### config.mk
export PLATFORM = sky130hd
export DESIGN_NAME = ovr_resync_ctrl
export DESIGN_NICKNAME = d
export VERILOG_FILES = /design/src/rtl/ovr_resync_pkg.sv /design/src/rtl/rs_sat_counter.sv /design/src/rtl/rs_fsm.sv /design/src/rtl/ovr_resync_ctrl.sv
export SDC_FILE = /design/constraint.sdc
export NUM_CORES = 1
export LEC_CHECK = 0
export BUFFER_PORTS_ARGS = -buffer_cell sky130_fd_sc_hd__buf_2
export CAP_MARGIN = 20
export CORE_MARGIN = 4
export CORE_UTILIZATION = 44
export CTS_CLUSTER_DIAMETER = 120
export DETAILED_ROUTE_END_ITERATION = 6
export GPL_ROUTABILITY_DRIVEN = 0
export HOLD_SLACK_MARGIN = 0.1
export PLACE_DENSITY_LB_ADDON = 0.08
export SYNTH_ARGS = -nofsm -noshare
export SYNTH_HDL_FRONTEND = slang
export SYNTH_SLANG_ARGS = --single-unit
### constraint.sdc
create_clock -name clk -period 1.55 [get_ports clk]
set_input_delay 0.31 -clock clk [delete_from_list [all_inputs] [get_ports clk]]
set_output_delay 0.31 -clock clk [all_outputs]
set_load 0.01 [all_outputs]
### src/rtl/ovr_resync_pkg.sv
package ovr_resync_pkg;
  typedef enum logic [2:0] {
    RS_IDLE,
    RS_ARMED,
    RS_DROP_INSTR,
    RS_DROP_LINE,
    RS_RESYNC
  } rs_state_e;
endpackage

### src/rtl/rs_sat_counter.sv
module rs_sat_counter #(
  parameter int W = 4
) (
  input  logic         clk,
  input  logic         rst_n,
  input  logic         clr,
  input  logic         inc,
  output logic [W-1:0] q
);
  localparam logic [W-1:0] TOP = {W{1'b1}};

  always_ff @(posedge clk or negedge rst_n) begin
    if (!rst_n)                 q <= '0;
    else if (clr)               q <= '0;
    else if (inc && q != TOP)   q <= q + 1'b1;
  end
endmodule

### src/rtl/rs_fsm.sv
module rs_fsm
  import ovr_resync_pkg::*;
(
  input  logic      clk,
  input  logic      rst_n,
  input  logic      wait_target,
  input  logic      ovf,
  input  logic      tgt_ack,
  input  logic      instr_avail,
  input  logic      instr_done,
  input  logic      eol_pop,
  input  logic      bus_gnt,
  input  logic      counts_equal,
  output rs_state_e state,
  output logic      arm,
  output logic      term_pulse,
  output logic      irq_pulse
);
  rs_state_e nxt;
  logic      fire;

  assign arm  = (state == RS_IDLE) && wait_target && ovf;
  assign fire = (state == RS_ARMED) && tgt_ack;

  always_comb begin
    nxt = state;
    unique case (state)
      RS_IDLE:       if (arm) nxt = RS_ARMED;
      RS_ARMED:      if (tgt_ack) nxt = RS_DROP_INSTR;
      RS_DROP_INSTR: begin
        if (eol_pop)                        nxt = RS_RESYNC;
        else if (instr_done && !instr_avail) nxt = RS_DROP_LINE;
      end
      RS_DROP_LINE:  if (eol_pop) nxt = RS_RESYNC;
      RS_RESYNC:     if (bus_gnt && counts_equal) nxt = RS_IDLE;
      default:       nxt = RS_IDLE;
    endcase
  end

  always_ff @(posedge clk or negedge rst_n) begin
    if (!rst_n) begin
      state      <= RS_IDLE;
      term_pulse <= 1'b0;
      irq_pulse  <= 1'b0;
    end else begin
      state      <= nxt;
      term_pulse <= fire;
      irq_pulse  <= fire;
    end
  end
endmodule

### src/rtl/ovr_resync_ctrl.sv
module ovr_resync_ctrl
  import ovr_resync_pkg::*;
#(
  parameter int LINE_W = 4
) (
  input  logic              clk,
  input  logic              rst_n,
  input  logic              wait_target,
  input  logic              ovf,
  input  logic              tgt_ack,
  input  logic              bus_gnt,
  input  logic              instr_avail,
  input  logic              instr_done,
  input  logic              ins_eol,
  input  logic              fifo_valid,
  input  logic              fifo_eol,
  output logic              fifo_ready,
  output logic              term_req,
  output logic              slow_irq,
  output logic              discard_en,
  output logic              tail_drop,
  output logic              bus_req,
  output logic [LINE_W-1:0] lines_dropped
);
  rs_state_e         state;
  logic              arm;
  logic              dropping;
  logic              eol_pop;
  logic              ins_inc;
  logic [LINE_W-1:0] ins_cnt;

  assign dropping = (state == RS_DROP_INSTR) || (state == RS_DROP_LINE) ||
                    (state == RS_RESYNC);
  assign eol_pop  = dropping && fifo_valid && fifo_eol;
  assign ins_inc  = ins_eol && (dropping || state == RS_ARMED);

  rs_fsm u_fsm (
    .clk         (clk),
    .rst_n       (rst_n),
    .wait_target (wait_target),
    .ovf         (ovf),
    .tgt_ack     (tgt_ack),
    .instr_avail (instr_avail),
    .instr_done  (instr_done),
    .eol_pop     (eol_pop),
    .bus_gnt     (bus_gnt),
    .counts_equal(lines_dropped == ins_cnt),
    .state       (state),
    .arm         (arm),
    .term_pulse  (term_req),
    .irq_pulse   (slow_irq)
  );

  rs_sat_counter #(.W(LINE_W)) u_drop_cnt (
    .clk   (clk),
    .rst_n (rst_n),
    .clr   (arm),
    .inc   (eol_pop),
    .q     (lines_dropped)
  );

  rs_sat_counter #(.W(LINE_W)) u_ins_cnt (
    .clk   (clk),
    .rst_n (rst_n),
    .clr   (arm),
    .inc   (ins_inc),
    .q     (ins_cnt)
  );

  assign discard_en = dropping;
  assign fifo_ready = dropping;
  assign tail_drop  = (state == RS_DROP_LINE);
  assign bus_req    = (state == RS_RESYNC);
endmodule

## Yosys cells after proc, flatten, opt, wreduce, memory -nomap -nowiden

Cells that the tools add are included.

- Register bits after elaboration: 12
- Bits of input ports: 11
- Output and inout bits: 10

- Add/subtract/negate cells: 2
- Eq/ne operators: 12
- Muxes and demuxes: 11
- Reduce and logical (&&, ||, !) cells: 18

Operators by type and width:

| cell | number |
|---|---|
| 3-bit two-way mux | 6 |
| 4-bit two-way mux | 4 |
| 3-bit case mux with 5 select lines | 1 |
| 1-bit logical AND | 10 |
| 4-bit by 1-bit adder with 4-bit output (second input constant) | 2 |
| 4-bit inequality test (second input constant) | 2 |
| 3-bit by 2-bit equality test with 1-bit output (second input constant) | 2 |
| 5-bit AND reduction | 1 |
| 4-bit equality test | 1 |
| 2-bit by 1-bit inequality test with 1-bit output (second input constant) | 2 |
| 2-bit inequality test (second input constant) | 2 |
| 2-bit nonzero test | 2 |
| 3-bit by 1-bit equality test with 1-bit output (second input constant) | 1 |
| 3-bit equality test (second input constant) | 1 |
| 3-bit logical NOT | 1 |
| 1-bit logical OR | 3 |
| 3-bit by 1-bit inequality test with 1-bit output (second input constant) | 1 |
| 1-bit logical NOT | 1 |

## Longest topological paths before layout

- Depth in word-level cells: 8
- Gate-level depth with buffers: 6

## Cells and area by module

A second synthesis with hierarchy kept.

- Cell total of the unflattened synthesis: 76
- Area, all modules: 777.0 um^2

By module, submodules not included:

| module | instances | cells each | area each (um^2) | seq. area each (um^2) |
|---|---|---|---|---|
| rs_sat_counter | 2 | 20 | 229.0 | 100.1 |
| rs_fsm | 1 | 20 | 203.9 | 100.1 |
| ovr_resync_ctrl | 1 | 16 | 115.1 | 0.0 |

## Least setup slack after synthesis

OpenSTA, ideal clock, no wires.

- Path kind: reg2reg
- Start: register u_fsm.state[0]
- End: register u_drop_cnt.q[1]
- Data arrival time: 1.526 ns
- Data required time: 1.430 ns
- Slack: -0.096 ns
- Cell stages (with the launch flop): 6
- Period minus slack after synthesis: 1.646 ns
- Path through: dfrtp_1 > clkbuf_2 > or3b_4 > a21oi_1 > nand2_1 > a31o_2

- Longest elaborated chain between the ends: 7
- Elaborated cells between the ends (all ways): 13
- Those cells by class: eq/ne (3); mux (1); reduce/logical (9)

Ends and longest elaborated chain:

| element | line | source |
|---|---|---|
| start, declared | rs_fsm.sv:14 | `output rs_state_e state,` |
| start signal, assigned | rs_fsm.sv:46 | `state <= nxt;` |
| 3-bit by 2-bit equality test with 1-bit output | ovr_resync_ctrl.sv:32 | `assign dropping = (state == RS_DROP_INSTR) \|\| (state == RS_DROP_LINE) \|\|` |
| 1-bit logical OR (2 in series) | ovr_resync_ctrl.sv:32 |  |
| 1-bit logical AND (2 in series) | ovr_resync_ctrl.sv:34 | `assign eol_pop = dropping && fifo_valid && fifo_eol;` |
| 1-bit logical AND | rs_sat_counter.sv:15 | `else if (inc && q != TOP) q <= q + 1'b1;` |
| 2-bit nonzero test (no line) | -- |  |
| end signal, assigned | rs_sat_counter.sv:15 |  |
| end, declared | rs_sat_counter.sv:8 | `output logic [W-1:0] q` |

Several ways; a longest one is shown, not always the timed one.
A chain may end at the register's enable or synchronous reset.

## Final worst setup path

- Start: register u_fsm.state[0]
- End: output port fifo_ready

- Longest elaborated chain between the ends: 3
- Elaborated cells between the ends (all ways): 5
- Those cells by class: eq/ne (3); reduce/logical (2)

Ends and longest elaborated chain:

| element | line | source |
|---|---|---|
| 3-bit by 2-bit equality test with 1-bit output | ovr_resync_ctrl.sv:32 |  |
| 1-bit logical OR | ovr_resync_ctrl.sv:32 |  |
| 1-bit logical OR * | ovr_resync_ctrl.sv:32 |  |
| end, declared | ovr_resync_ctrl.sv:17 | `output logic fifo_ready,` |

Every way passes the cells marked *; elsewhere a longest branch is shown, timed or not.

==> results.toml <==
[run_status]
status = "complete, but fails checks"
violations = "negative setup slack"

[detailed_routing]
drt_wl_total_um = 1702
top_layer = "met4"
wl_per_cell_um = 14.42
dr_wl_met3_um = 79
route.detailed.drc = 0
route.met2.wl_um = 856
via_per_inst = 5.551
met1_length_um = 752
first_pass_iters = 4
drt-initial-drc-count = 5
vias = 655
antenna_left = 0

[sta]
slew_headroom_pct = 75.73
worst_pin_slew_ns = 0.3626
fmax_mhz = 622.4
fin_tns_setup_ns = -0.2978
grt_setup_unrepaired = "true"
fin_ws_ns = -0.05659
post-route-period-util_pct = 103.7
setup_viol = 7
min_period_ns = 1.607
clock_skew_ns = 0.001349
hold_violations = 0
drv_slew = 0

[cts]
cts_root_buf = "clkbuf_4"
cts_tree = "done"
clock_path_buffers = 2
cts_buffers = 3
htreeDepth = 1
clk_pin_slew_ns = 0.08
worst_skew_pair.late_latency_ns = 0.27
clkSinkCount = 12

[global_route]
grt_pass1_wl_um = 2628
grt_pass1_vias = 618
grt-ovfl-total = 0
grtUsageTotal_pct = 16.96
grt_max_degree = 13
antenna_found_initial = 0

[logic_synthesis]
yosysWarningCount = 0
avgSynthCellArea_um2 = 9.784
synth-edff-count = 0
synth_top_flop_cell = "dfrtp_1"
syn_nets = 85
syn_inst = 72
synth-seq-cells = 12
synth_area_um2 = 704.4
synthDistinctLibCells = 32
async_reset_ff_share_pct = 100.0
seq_area_frac_synth_pct = 42.63

[worst_hold_path]
worstHoldStart = "fifo_valid"
hold_path.class = "in2reg"

[die]
fp.dieArea_um2 = 2305
ioPinCount = 21
core_area_um2 = 1506
initial_core_util_pct = 46.76
die_y_um = 48.01
fp-row-count = 14
fp.dieW_um = 48.01

[power]
peakVddDrop_mv = 0.9414
p_leak_nw = 0.4971
finalPower_mw = 1.674
p_per_area_nw_per_um2 = 1715

[finish]
area_delta_synth_final_pct = 38.54
seq_area_um2 = 300.3
num_antenna_cells = 0
final_nets = 116
fillCellCount = 133
drive_above_1_share_pct = 41.18
multi_input_area_um2 = 405.4

[worst_setup_path]
crit_fanout = 3
crit_chain = "or3b_4, nand2_4, buf_6"
crit_type = "reg2out"
crit_start = "u_fsm.state[0]"
arrival_ns = 1.30
required_ns = 1.24
cp-start-kind = "flop"
critPathMaxStageDelay_ns = 0.44
crit_slowest_cell = "or3b_4"
end_kind = "output port"
rrSetupSlack_ns = -0.05
rr_startpoint = "u_fsm.state[0]"

[run]
max-cap-violations = 0

[placement]
pre_cts_ws_ns = 0.02080
portBuffers = 20
hpwl_um = 1260
## cell families (layout without fill, tap and decap cells)
logic type,count (synthesis),in the layout,share of synthesized area (%)
adder cells (fa/ha/maj),2,2,3.552
flip-flops,12,12,42.63
XOR/XNOR,4,4,4.974
buffers and inverters,6,36,4.439
AO/OA/AOI/OAI,16,16,16.52
AND/OR/NAND/NOR,31,31,26.47
multiplexers,1,1,1.421
## critical path, delay by kind of cell (launching register included)
family	cells	cell delay (ns)
buf+inv	1	0.10
flops	1	0.39
simple gates	2	0.53
## report_power, final
part           leakage [nW]  total, mW  internal, mW  switching (mW)
Sequential            0.159      0.540         0.417           0.123
Combinational         0.317      0.882         0.458           0.425
Clock                0.0210      0.252         0.143           0.109
Total                 0.497       1.67          1.02           0.656
## per-stage QoR
| stage | hold WS [ns] | util (%) | cells | instance area [µm²] |
|---|---|---|---|---|
| final | 0.2693 | 64.78 | 118 | 975.9 |
| after global routing | 0.2627 | 64.78 | 118 | 975.9 |
| after CTS | 0.2518 | 61.63 | 116 | 928.4 |
| after detailed placement | 0.2027 | 56.31 | 110 | 848.3 |
| after global placement | 0.2017 | 56.31 | 110 | 848.3 |
| after floorplan | 0.01441 | - | 72 | 719.4 |
## area by class of cell
class	count	share of cell area, %
Clock buffer	4	3.718
Inverter	3	1.410
Multi-Input combinational cell	54	41.54
Sequential cell	12	30.77
Tap cell	16	2.051
Timing Repair Buffer	29	20.51
## Yosys cell counts, types with 2 or more instances
library cell | instances | area share, %
inv_1 | 2 | 1.1
and3_1 | 3 | 2.7
a21oi_1 | 6 | 4.3
and4b_1 | 2 | 2.8
nor3_1 | 2 | 1.4
nand4b_1 | 2 | 2.5
o211ai_1 | 2 | 2.1
nand3_1 | 8 | 5.7
dfrtp_1 | 12 | 43
nand2_1 | 4 | 2.1
xor2_1 | 3 | 3.7
o21ai_0 | 3 | 2.1
ha_1 | 2 | 3.6
nor2_1 | 2 | 1.1
buf_4 | 2 | 2.1
## placed cells by master, fill, tap and decap left out, drive strengths merged, types with 2 or more instances in the layout
cell / instances
dfrtp: 12
ha: 2
xor2: 3
o211ai: 3
nor3: 2
a21oi: 6
inv: 3
and4b: 2
buf: 28
clkbuf: 4
nand4b: 2
o21ai: 3
nor2: 2
nand3: 8
and3: 3
nand2: 4
## worst paths after layout
kind	depth (start not counted)	to
hold reg to reg	2	u_fsm.state[1]
hold / removal	2	u_fsm.state[1]
setup / recovery	3	fifo_ready
max in group asynchronous	2	u_drop_cnt.q[0]
setup reg to reg	6	u_drop_cnt.q[3]
min in group asynchronous	2	u_ins_cnt.q[3]
## what timing repair did
item | in CTS | in global routing
hold buffers | 1 | 0
gates cloned | 0 | 0
pin swaps | 4 | 2
hold endpoints to repair | 12 | 0
buffers inserted | 1 | 2
resized for setup | 5 | 7
setup endpoints to repair | 4 | 8
## per-layer routing
metal	GRT usage, %	up-vias
li1	-	325
met2	27.44	14
met3	3.759	2
met5	0	-
met1	21.23	314
met4	8.065	0
## sequential cells by signal, indices dropped and copies added, names as in the netlist
signal	count
u_drop_cnt.q	4
u_ins_cnt.q	4
u_fsm.state	3
u_fsm.term_pulse	1
(Power assumes the default switching activity.)
